### src/rtl/dacif_pkg.sv
package dacif_pkg;
    localparam int WORD_W = 24;

    typedef enum logic [1:0] {
        ST_IDLE,
        ST_SHIFT,
        ST_DRAIN
    } frame_st_e;

    localparam logic [2:0] CMD_WR_IN  = 3'd0;
    localparam logic [2:0] CMD_WR_UPD = 3'd1;
    localparam logic [2:0] CMD_UPD    = 3'd2;

    localparam logic [2:0] CH_A    = 3'd0;
    localparam logic [2:0] CH_B    = 3'd1;
    localparam logic [2:0] CH_BOTH = 3'd7;
endpackage

### src/rtl/dacif_sync.sv
module dacif_sync #(
    parameter int N      = 5,
    parameter int STAGES = 2
) (
    input  logic         clk,
    input  logic         rst_n,
    input  logic [N-1:0] raw,
    output logic [N-1:0] lvl
);
    for (genvar i = 0; i < N; i++) begin : g_bit
        logic [STAGES-1:0] chain;
        always_ff @(posedge clk or negedge rst_n) begin
            if (!rst_n) chain <= '1;
            else        chain <= {chain[STAGES-2:0], raw[i]};
        end
        assign lvl[i] = chain[STAGES-1];
    end
endmodule

### src/rtl/dacif_frame.sv
module dacif_frame
    import dacif_pkg::*;
(
    input  logic              clk,
    input  logic              rst_n,
    input  logic              sel_lvl,
    input  logic              sclk_lvl,
    input  logic              clr_lvl,
    input  logic              din,
    output logic              word_done,
    output logic [WORD_W-1:0] word
);
    localparam int CNT_W = $clog2(WORD_W + 1);
    localparam logic [CNT_W-1:0] LAST = CNT_W'(WORD_W - 1);

    frame_st_e        state, state_nx;
    logic [CNT_W-1:0] cnt;
    logic             sclk_prev, clr_prev;
    logic             sclk_fall, clr_fall, last_edge;

    assign sclk_fall = sclk_prev & ~sclk_lvl;
    assign clr_fall  = clr_prev & ~clr_lvl;
    assign last_edge = (state == ST_SHIFT) && !sel_lvl && !clr_fall && sclk_fall && (cnt == LAST);

    always_comb begin
        state_nx = state;
        unique case (state)
            ST_IDLE:  if (!sel_lvl && !clr_fall) state_nx = ST_SHIFT;
            ST_SHIFT: begin
                if (sel_lvl)        state_nx = ST_IDLE;
                else if (clr_fall)  state_nx = ST_DRAIN;
                else if (last_edge) state_nx = ST_DRAIN;
            end
            ST_DRAIN: if (sel_lvl) state_nx = ST_IDLE;
            default:  state_nx = ST_IDLE;
        endcase
    end

    always_ff @(posedge clk or negedge rst_n) begin
        if (!rst_n) state <= ST_IDLE;
        else        state <= state_nx;
    end

    always_ff @(posedge clk or negedge rst_n) begin
        if (!rst_n) begin
            cnt       <= '0;
            word      <= '0;
            word_done <= 1'b0;
            sclk_prev <= 1'b1;
            clr_prev  <= 1'b1;
        end else begin
            sclk_prev <= sclk_lvl;
            clr_prev  <= clr_lvl;
            word_done <= last_edge;
            if (state != ST_SHIFT || sel_lvl) begin
                cnt <= '0;
            end else if (sclk_fall && !clr_fall) begin
                word <= {word[WORD_W-2:0], din};
                if (cnt != LAST) cnt <= cnt + 1'b1;
            end
        end
    end

    a_r4_count_bound: assert property (@(posedge clk) disable iff (!rst_n)
        cnt <= LAST);
    a_r2_done_single: assert property (@(posedge clk) disable iff (!rst_n)
        word_done |=> !word_done);
    a_r11_clear_kills_frame: assert property (@(posedge clk) disable iff (!rst_n)
        (clr_fall && state == ST_SHIFT) |=> !word_done);
    a_r3_release_kills_frame: assert property (@(posedge clk) disable iff (!rst_n)
        (state == ST_SHIFT && sel_lvl) |=> !word_done);
endmodule

### src/rtl/dacif_regs.sv
module dacif_regs
    import dacif_pkg::*;
#(
    parameter int DATA_W    = 16,
    parameter bit MID_SCALE = 1'b0
) (
    input  logic              clk,
    input  logic              rst_n,
    input  logic              word_done,
    input  logic [WORD_W-1:0] word,
    input  logic              load_lvl,
    input  logic              clr_lvl,
    output logic [DATA_W-1:0] out_a,
    output logic [DATA_W-1:0] out_b
);
    localparam logic [DATA_W-1:0] PRESET = MID_SCALE ? {1'b1, {(DATA_W-1){1'b0}}} : '0;

    logic [DATA_W-1:0] in_a, in_b, data;
    logic [2:0]        cmd, chan;
    logic              hit_a, hit_b, load_prev, clr_prev, load_fall, clr_fall;

    assign cmd       = word[21:19];
    assign chan      = word[18:16];
    assign data      = word[15 -: DATA_W];
    assign hit_a     = (chan == CH_A) || (chan == CH_BOTH);
    assign hit_b     = (chan == CH_B) || (chan == CH_BOTH);
    assign load_fall = load_prev & ~load_lvl;
    assign clr_fall  = clr_prev & ~clr_lvl;

    always_ff @(posedge clk or negedge rst_n) begin
        if (!rst_n) begin
            in_a <= PRESET; in_b <= PRESET;
            out_a <= PRESET; out_b <= PRESET;
            load_prev <= 1'b1; clr_prev <= 1'b1;
        end else begin
            load_prev <= load_lvl;
            clr_prev  <= clr_lvl;
            if (clr_fall) begin
                in_a <= PRESET; in_b <= PRESET;
                out_a <= PRESET; out_b <= PRESET;
            end else if (word_done) begin
                case (cmd)
                    CMD_WR_IN: begin
                        if (hit_a) in_a <= data;
                        if (hit_b) in_b <= data;
                        if (hit_a && !load_lvl) out_a <= data;
                        if (hit_b && !load_lvl) out_b <= data;
                    end
                    CMD_WR_UPD: begin
                        if (hit_a) begin in_a <= data; out_a <= data; end
                        if (hit_b) begin in_b <= data; out_b <= data; end
                    end
                    CMD_UPD: begin
                        if (hit_a) out_a <= in_a;
                        if (hit_b) out_b <= in_b;
                    end
                    default: ;
                endcase
            end else if (load_fall) begin
                out_a <= in_a;
                out_b <= in_b;
            end
        end
    end

    a_r10_clear_preset: assert property (@(posedge clk) disable iff (!rst_n)
        clr_fall |=> (out_a == PRESET && out_b == PRESET && in_a == PRESET && in_b == PRESET));
    a_r6_staging_only: assert property (@(posedge clk) disable iff (!rst_n)
        (word_done && !clr_fall && load_lvl && cmd == CMD_WR_IN) |=> ($stable(out_a) && $stable(out_b)));
    a_r12_bad_channel: assert property (@(posedge clk) disable iff (!rst_n)
        (word_done && !clr_fall && !hit_a && !hit_b) |=>
        ($stable(out_a) && $stable(out_b) && $stable(in_a) && $stable(in_b)));
    a_r8_load_copy: assert property (@(posedge clk) disable iff (!rst_n)
        (load_fall && !word_done && !clr_fall) |=> (out_a == $past(in_a) && out_b == $past(in_b)));
endmodule

### src/rtl/dual_dac_serial_if.sv
module dual_dac_serial_if #(
    parameter int DATA_W      = 16,
    parameter bit MID_SCALE   = 1'b0,
    parameter int SYNC_STAGES = 2
) (
    input  logic              clk,
    input  logic              rst_n,
    input  logic              frame_n,
    input  logic              sclk,
    input  logic              sdin,
    input  logic              load_n,
    input  logic              clr_n,
    output logic [DATA_W-1:0] code_a,
    output logic [DATA_W-1:0] code_b
);
    logic [4:0]                       lvl;
    logic                             word_done;
    logic [dacif_pkg::WORD_W-1:0]     word;

    dacif_sync #(.N(5), .STAGES(SYNC_STAGES)) u_sync (
        .clk   (clk),
        .rst_n (rst_n),
        .raw   ({sdin, clr_n, load_n, sclk, frame_n}),
        .lvl   (lvl)
    );

    dacif_frame u_frame (
        .clk       (clk),
        .rst_n     (rst_n),
        .sel_lvl   (lvl[0]),
        .sclk_lvl  (lvl[1]),
        .clr_lvl   (lvl[3]),
        .din       (lvl[4]),
        .word_done (word_done),
        .word      (word)
    );

    dacif_regs #(.DATA_W(DATA_W), .MID_SCALE(MID_SCALE)) u_regs (
        .clk       (clk),
        .rst_n     (rst_n),
        .word_done (word_done),
        .word      (word),
        .load_lvl  (lvl[2]),
        .clr_lvl   (lvl[3]),
        .out_a     (code_a),
        .out_b     (code_b)
    );
endmodule

### config.mk
export PLATFORM = sky130hd
export DESIGN_NAME = dual_dac_serial_if
export DESIGN_NICKNAME = d
export VERILOG_FILES = /design/src/rtl/dacif_pkg.sv /design/src/rtl/dacif_sync.sv /design/src/rtl/dacif_frame.sv /design/src/rtl/dacif_regs.sv /design/src/rtl/dual_dac_serial_if.sv
export SDC_FILE = /design/constraint.sdc
export NUM_CORES = 1
export LEC_CHECK = 0
export ABC_CLOCK_PERIOD_IN_PS = 3910
export CORE_UTILIZATION = 25
export CTS_BUF_LIST = sky130_fd_sc_hd__clkbuf_2 sky130_fd_sc_hd__clkbuf_4 sky130_fd_sc_hd__clkbuf_8
export CTS_CLUSTER_DIAMETER = 30
export DETAILED_ROUTE_END_ITERATION = 8
export HOLD_SLACK_MARGIN = 0.05
export PLACE_DENSITY = 0.48
export SYNTH_ARGS = -nofsm -noshare
export SYNTH_HDL_FRONTEND = slang
export SYNTH_SLANG_ARGS = --single-unit
### constraint.sdc
create_clock -name clk -period 3.91 [get_ports clk]
set_clock_uncertainty 0.15 [all_clocks]
set_input_delay 0.9775 -clock clk [delete_from_list [all_inputs] [get_ports clk]]
set_output_delay 0.9775 -clock clk [all_outputs]
set_load 0.1 [all_outputs]
==> results by group <==
Final layout
  • FF/Latch Area: 2690 µm²
  • Non-filler instance count after layout: about 560
  • NumNets Final: 335
  • Inserted Diodes: 0
  • Area growth, synth to finish: 18.4%
  • Filler instances: 1692
  • Share of layout cells above drive strength 1: 35.2%
  • Multi-input gate area: around 1600 µm²

Clock tree
  • Worst-path clk slew: around 0.1 ns
  • Hold buffers post-CTS: 0
  • Clk_lat worst skew: about 0.38 ns
  • Clock sink count: 107
  • Total CTS buffers: 9
  • Postcts setup bufs: 0
  • CTS tree: done
  • H-tree Lvls: 3
  • Clk buf depth: 2
  • Clock tree root driver cell: clkbuf_8
  • PostCTS Resize Cnt: 0

Drt
  • Via density: 4.56
  • Post-DRT Antenna Nets: 0
  • Drt total wl: 8680 µm
  • First-pass iteration count of the detailed router: 4
  • Residual DRC: 0
  • 1st-iter DRT viols: 151
  • Total number of vias: about 2.5k
  • DR WL/cell: 15.6 µm

Synthesis
  • Post-Synth XOR/XNOR Area: less than 1%
  • Post-Synth Adder-Cell Area: 0.284%
  • Simple-gate share of the synthesized area: about 4.6%
  • Post-synthesis cell type count: 38
  • Syn Inst Count: 290
  • Mux cell area share after synthesis: 15.6%
  • Synth Area per Inst: around 15 µm²
  • Synth Warn #: 0
  • Largest family of logic cells by synthesized area: multiplexers
  • Syn_nets: 298
  • Synth Area in Compound Gates: 15.2%
  • Synthesized flop and latch total: 107
  • Mapped cell area: ~4400 µm²
  • Sequential area share after synthesis: about 61%

Floorplanning
  • Die Footprint: 18100 µm²
  • Die W: about 130 µm
  • IO Count: 39
  • Row cnt: 48
  • Core Footprint: approximately 17000 µm²
  • Initial Utilization: approximately 26%
  • Die Y: ~130 µm

Placed design
  • HPWL after detailed placement: 5410 µm
  • Port buffer count: 38
  • Cells after DPL: between 500 and 600
  • Placer Congestion: 0.693

Job
  • Max Cap Viol: 0

Worst setup path
  • Slowest stage delay, CP: 1.13 ns
  • Reg2reg start: u_sync.g_bit[3].chain[1]
  • Worst Setup Start Kind: flop
  • CP bufs+invs: 1
  • Critical path fanouts, max: 2
  • Crit Path Category: flop to output pin
  • Worst path cell trace: clkdlybuf4s50_1
  • Critical Path Start: u_regs.out_b[4]
  • Critical Path End Type: output pin
  • Reg2reg setup slack: 1.57 ns
  • Delay-heaviest family, CP: buffers and inverters
  • WP data required: about 2.8 ns
  • Worst reg2reg path depth: 5
  • Slowest-stage cell, CP: clkdlybuf4s50_1
  • Worst r2r dst: u_regs.out_a[15]
  • CP arrival: 1.88 ns

Power and ir drop
  • Combinational power share: 4.5%
  • Peak supply drop: between 0.00015 and 0.0002 V
  • Switching part of the total: 21.9%
  • Pwr/cell area: 395 nW/µm²
  • Clk network pwr share: 39.7%
  • Lkg Pwr: 2.46 nW
  • Psw: 0.000451 W
  • Share of power burned in registers: 55.8%
  • Internal power: 0.00161 W

Global route
  • Largest net degree at the start of global routing: 40
  • First-pass GRT wire length: ~14000 µm
  • Initial antenna violation count: 0
  • GRT overflow: 0
  • Tot GR Track Use: 10.3%
  • Vias in the first global route: 2618

Timing
  • Final hold slack: 0.209 ns
  • Fin crit share: between 70% and 80%
  • Max Fclk: 333 MHz
  • RSZ-0062 raised after global routing: no
  • Final Hold Viols: 0
  • Final setup TNS: 0 ns
  • Worst-Margin Slew: roughly 0.97 ns
  • Slew Limit Headroom: between 30% and 40%
  • Crit path time final: 3.00 ns
  • Slew Viols, Final: 0
  • Endpoints failing setup: 0

Worst hold path
  • Worst min-delay path startpoint: u_sync.g_bit[4].chain[0]
  • Hold Crit Depth: 0
  • Min-delay worst type: flop to flop
  • Hold endpoint: u_sync.g_bit[4].chain[1]

Run status
  • Status: finished, final reports clean
## worst max-delay path by stage
stage,to,cells after the start
after detailed placement,code_a[10],1
after CTS,code_b[4],1
after global placement,code_b[7],1
final,code_b[4],1
after floorplan,code_a[0],0
after global routing,code_b[4],1
## layout make-up
type | instances | area share, %
clock inverters | 6 | 2.14
repair buffers | 42 | 7.11
flip-flops and latches | 107 | 51.7
inverters | 1 | 0.0721
clock buffers | 10 | 2.64
multi-input cells | 166 | 30.9
well taps | 225 | 5.41
## cells in the mapped netlist (all sizes together)
master,number,area (µm²)
buf,16,97.6
o21ai,3,41.3
a21oi,2,17.5
a211o,1,8.76
nand4,2,12.5
dfrtp,94,2350
inv,1,3.75
nand4b,1,8.76
or3b,1,8.76
nor2b,2,12.5
nor3b,2,20.0
o22ai,1,6.26
mux2i,1,10.0
nor4,1,6.26
and3,2,12.5
nor3,2,10.0
nor2,10,42.5
and2,1,6.26
o21a,2,15.0
nand2b,3,26.3
a22o,64,561
xor2,4,35.0
nand3b,1,20.0
nand3,2,10.0
mux2,54,676
or3,1,6.26
dfstp,13,342
ha,1,12.5
o31a,2,17.5
## registers in the layout, summed over array words and instances (netlist names)
name	cells
u_frame.cnt	5
u_frame.sclk_prev	1
u_frame.state	2
u_frame.word	22
u_frame.word_done	1
u_regs.clr_prev	1
u_regs.in_a	16
u_regs.in_b	16
u_regs.load_prev	1
u_regs.out_a	16
u_regs.out_b	16
u_sync.g_bit.chain	10
## logic make-up (layout without fill, tap and decap cells)
kind of cell / count (synthesis) / in the layout
AND/OR/NAND/NOR: 31 / 31
buffers and inverters: 17 / 59
AO/OA/AOI/OAI: 75 / 75
multiplexers: 55 / 55
XOR/XNOR: 4 / 4
flip-flops: 107 / 107
adder cells (fa/ha/maj): 1 / 1
## cell usage in the layout, fill, tap and decap left out, drive strengths merged
cell type | synthesis | layout
a211o | 1 | 1
a21oi | 2 | 2
a22o | 64 | 64
and2 | 1 | 1
and3 | 2 | 2
buf | 16 | 25
bufinv | 0 | 3
clkbuf | 0 | 10
clkdlybuf4s50 | 0 | 17
clkinv | 0 | 2
dfrtp | 94 | 94
dfstp | 13 | 13
ha | 1 | 1
inv | 1 | 2
mux2 | 54 | 54
mux2i | 1 | 1
nand2b | 3 | 3
nand3 | 2 | 2
nand3b | 1 | 1
nand4 | 2 | 2
nand4b | 1 | 1
nor2 | 10 | 10
nor2b | 2 | 2
nor3 | 2 | 2
nor3b | 2 | 2
nor4 | 1 | 1
o21a | 2 | 2
o21ai | 3 | 3
o22ai | 1 | 1
o31a | 2 | 2
or3 | 1 | 1
or3b | 1 | 1
xor2 | 4 | 4
## power by group through the flow
stage / combinational (W) / sequential [W] / clock, W
CTS: 0.0000960 / 0.00115 / 0.000851
detailed placement: 0.0000955 / 0.00117 / 0
floorplan: 0.0000538 / 0.00116 / 0
global placement: 0.0000944 / 0.00117 / 0
global route: 0.000103 / 0.00115 / 0.000887
finish: 0.0000924 / 0.00115 / 0.000818
## per-stage QoR
stage / worst slack (ns) / util, % / instance area (µm²) / total power, W
after floorplan: 1.89 / - / 4400 / 0.00122
after global placement: 1.33 / 28.8 / 4960 / 0.00126
after detailed placement: 1.32 / 28.8 / 4960 / 0.00126
after CTS: 0.874 / 30.2 / 5210 / 0.00209
after global routing: 0.839 / 30.2 / 5210 / 0.00214
final: 0.907 / 30.2 / 5210 / 0.00206
## layer usage
layer / track usage, % / up-vias / part of all wire, %
met3: 2.97 / 10 / 3.7
met1: 14.4 / 1319 / 49
met4: 3.43 / 0 / 1.4
met2: 15.3 / 46 / 46
li1: - / 1166 / -
met5: 0 / - / 0
No activity file was read; power rests on OpenSTA's default activity.
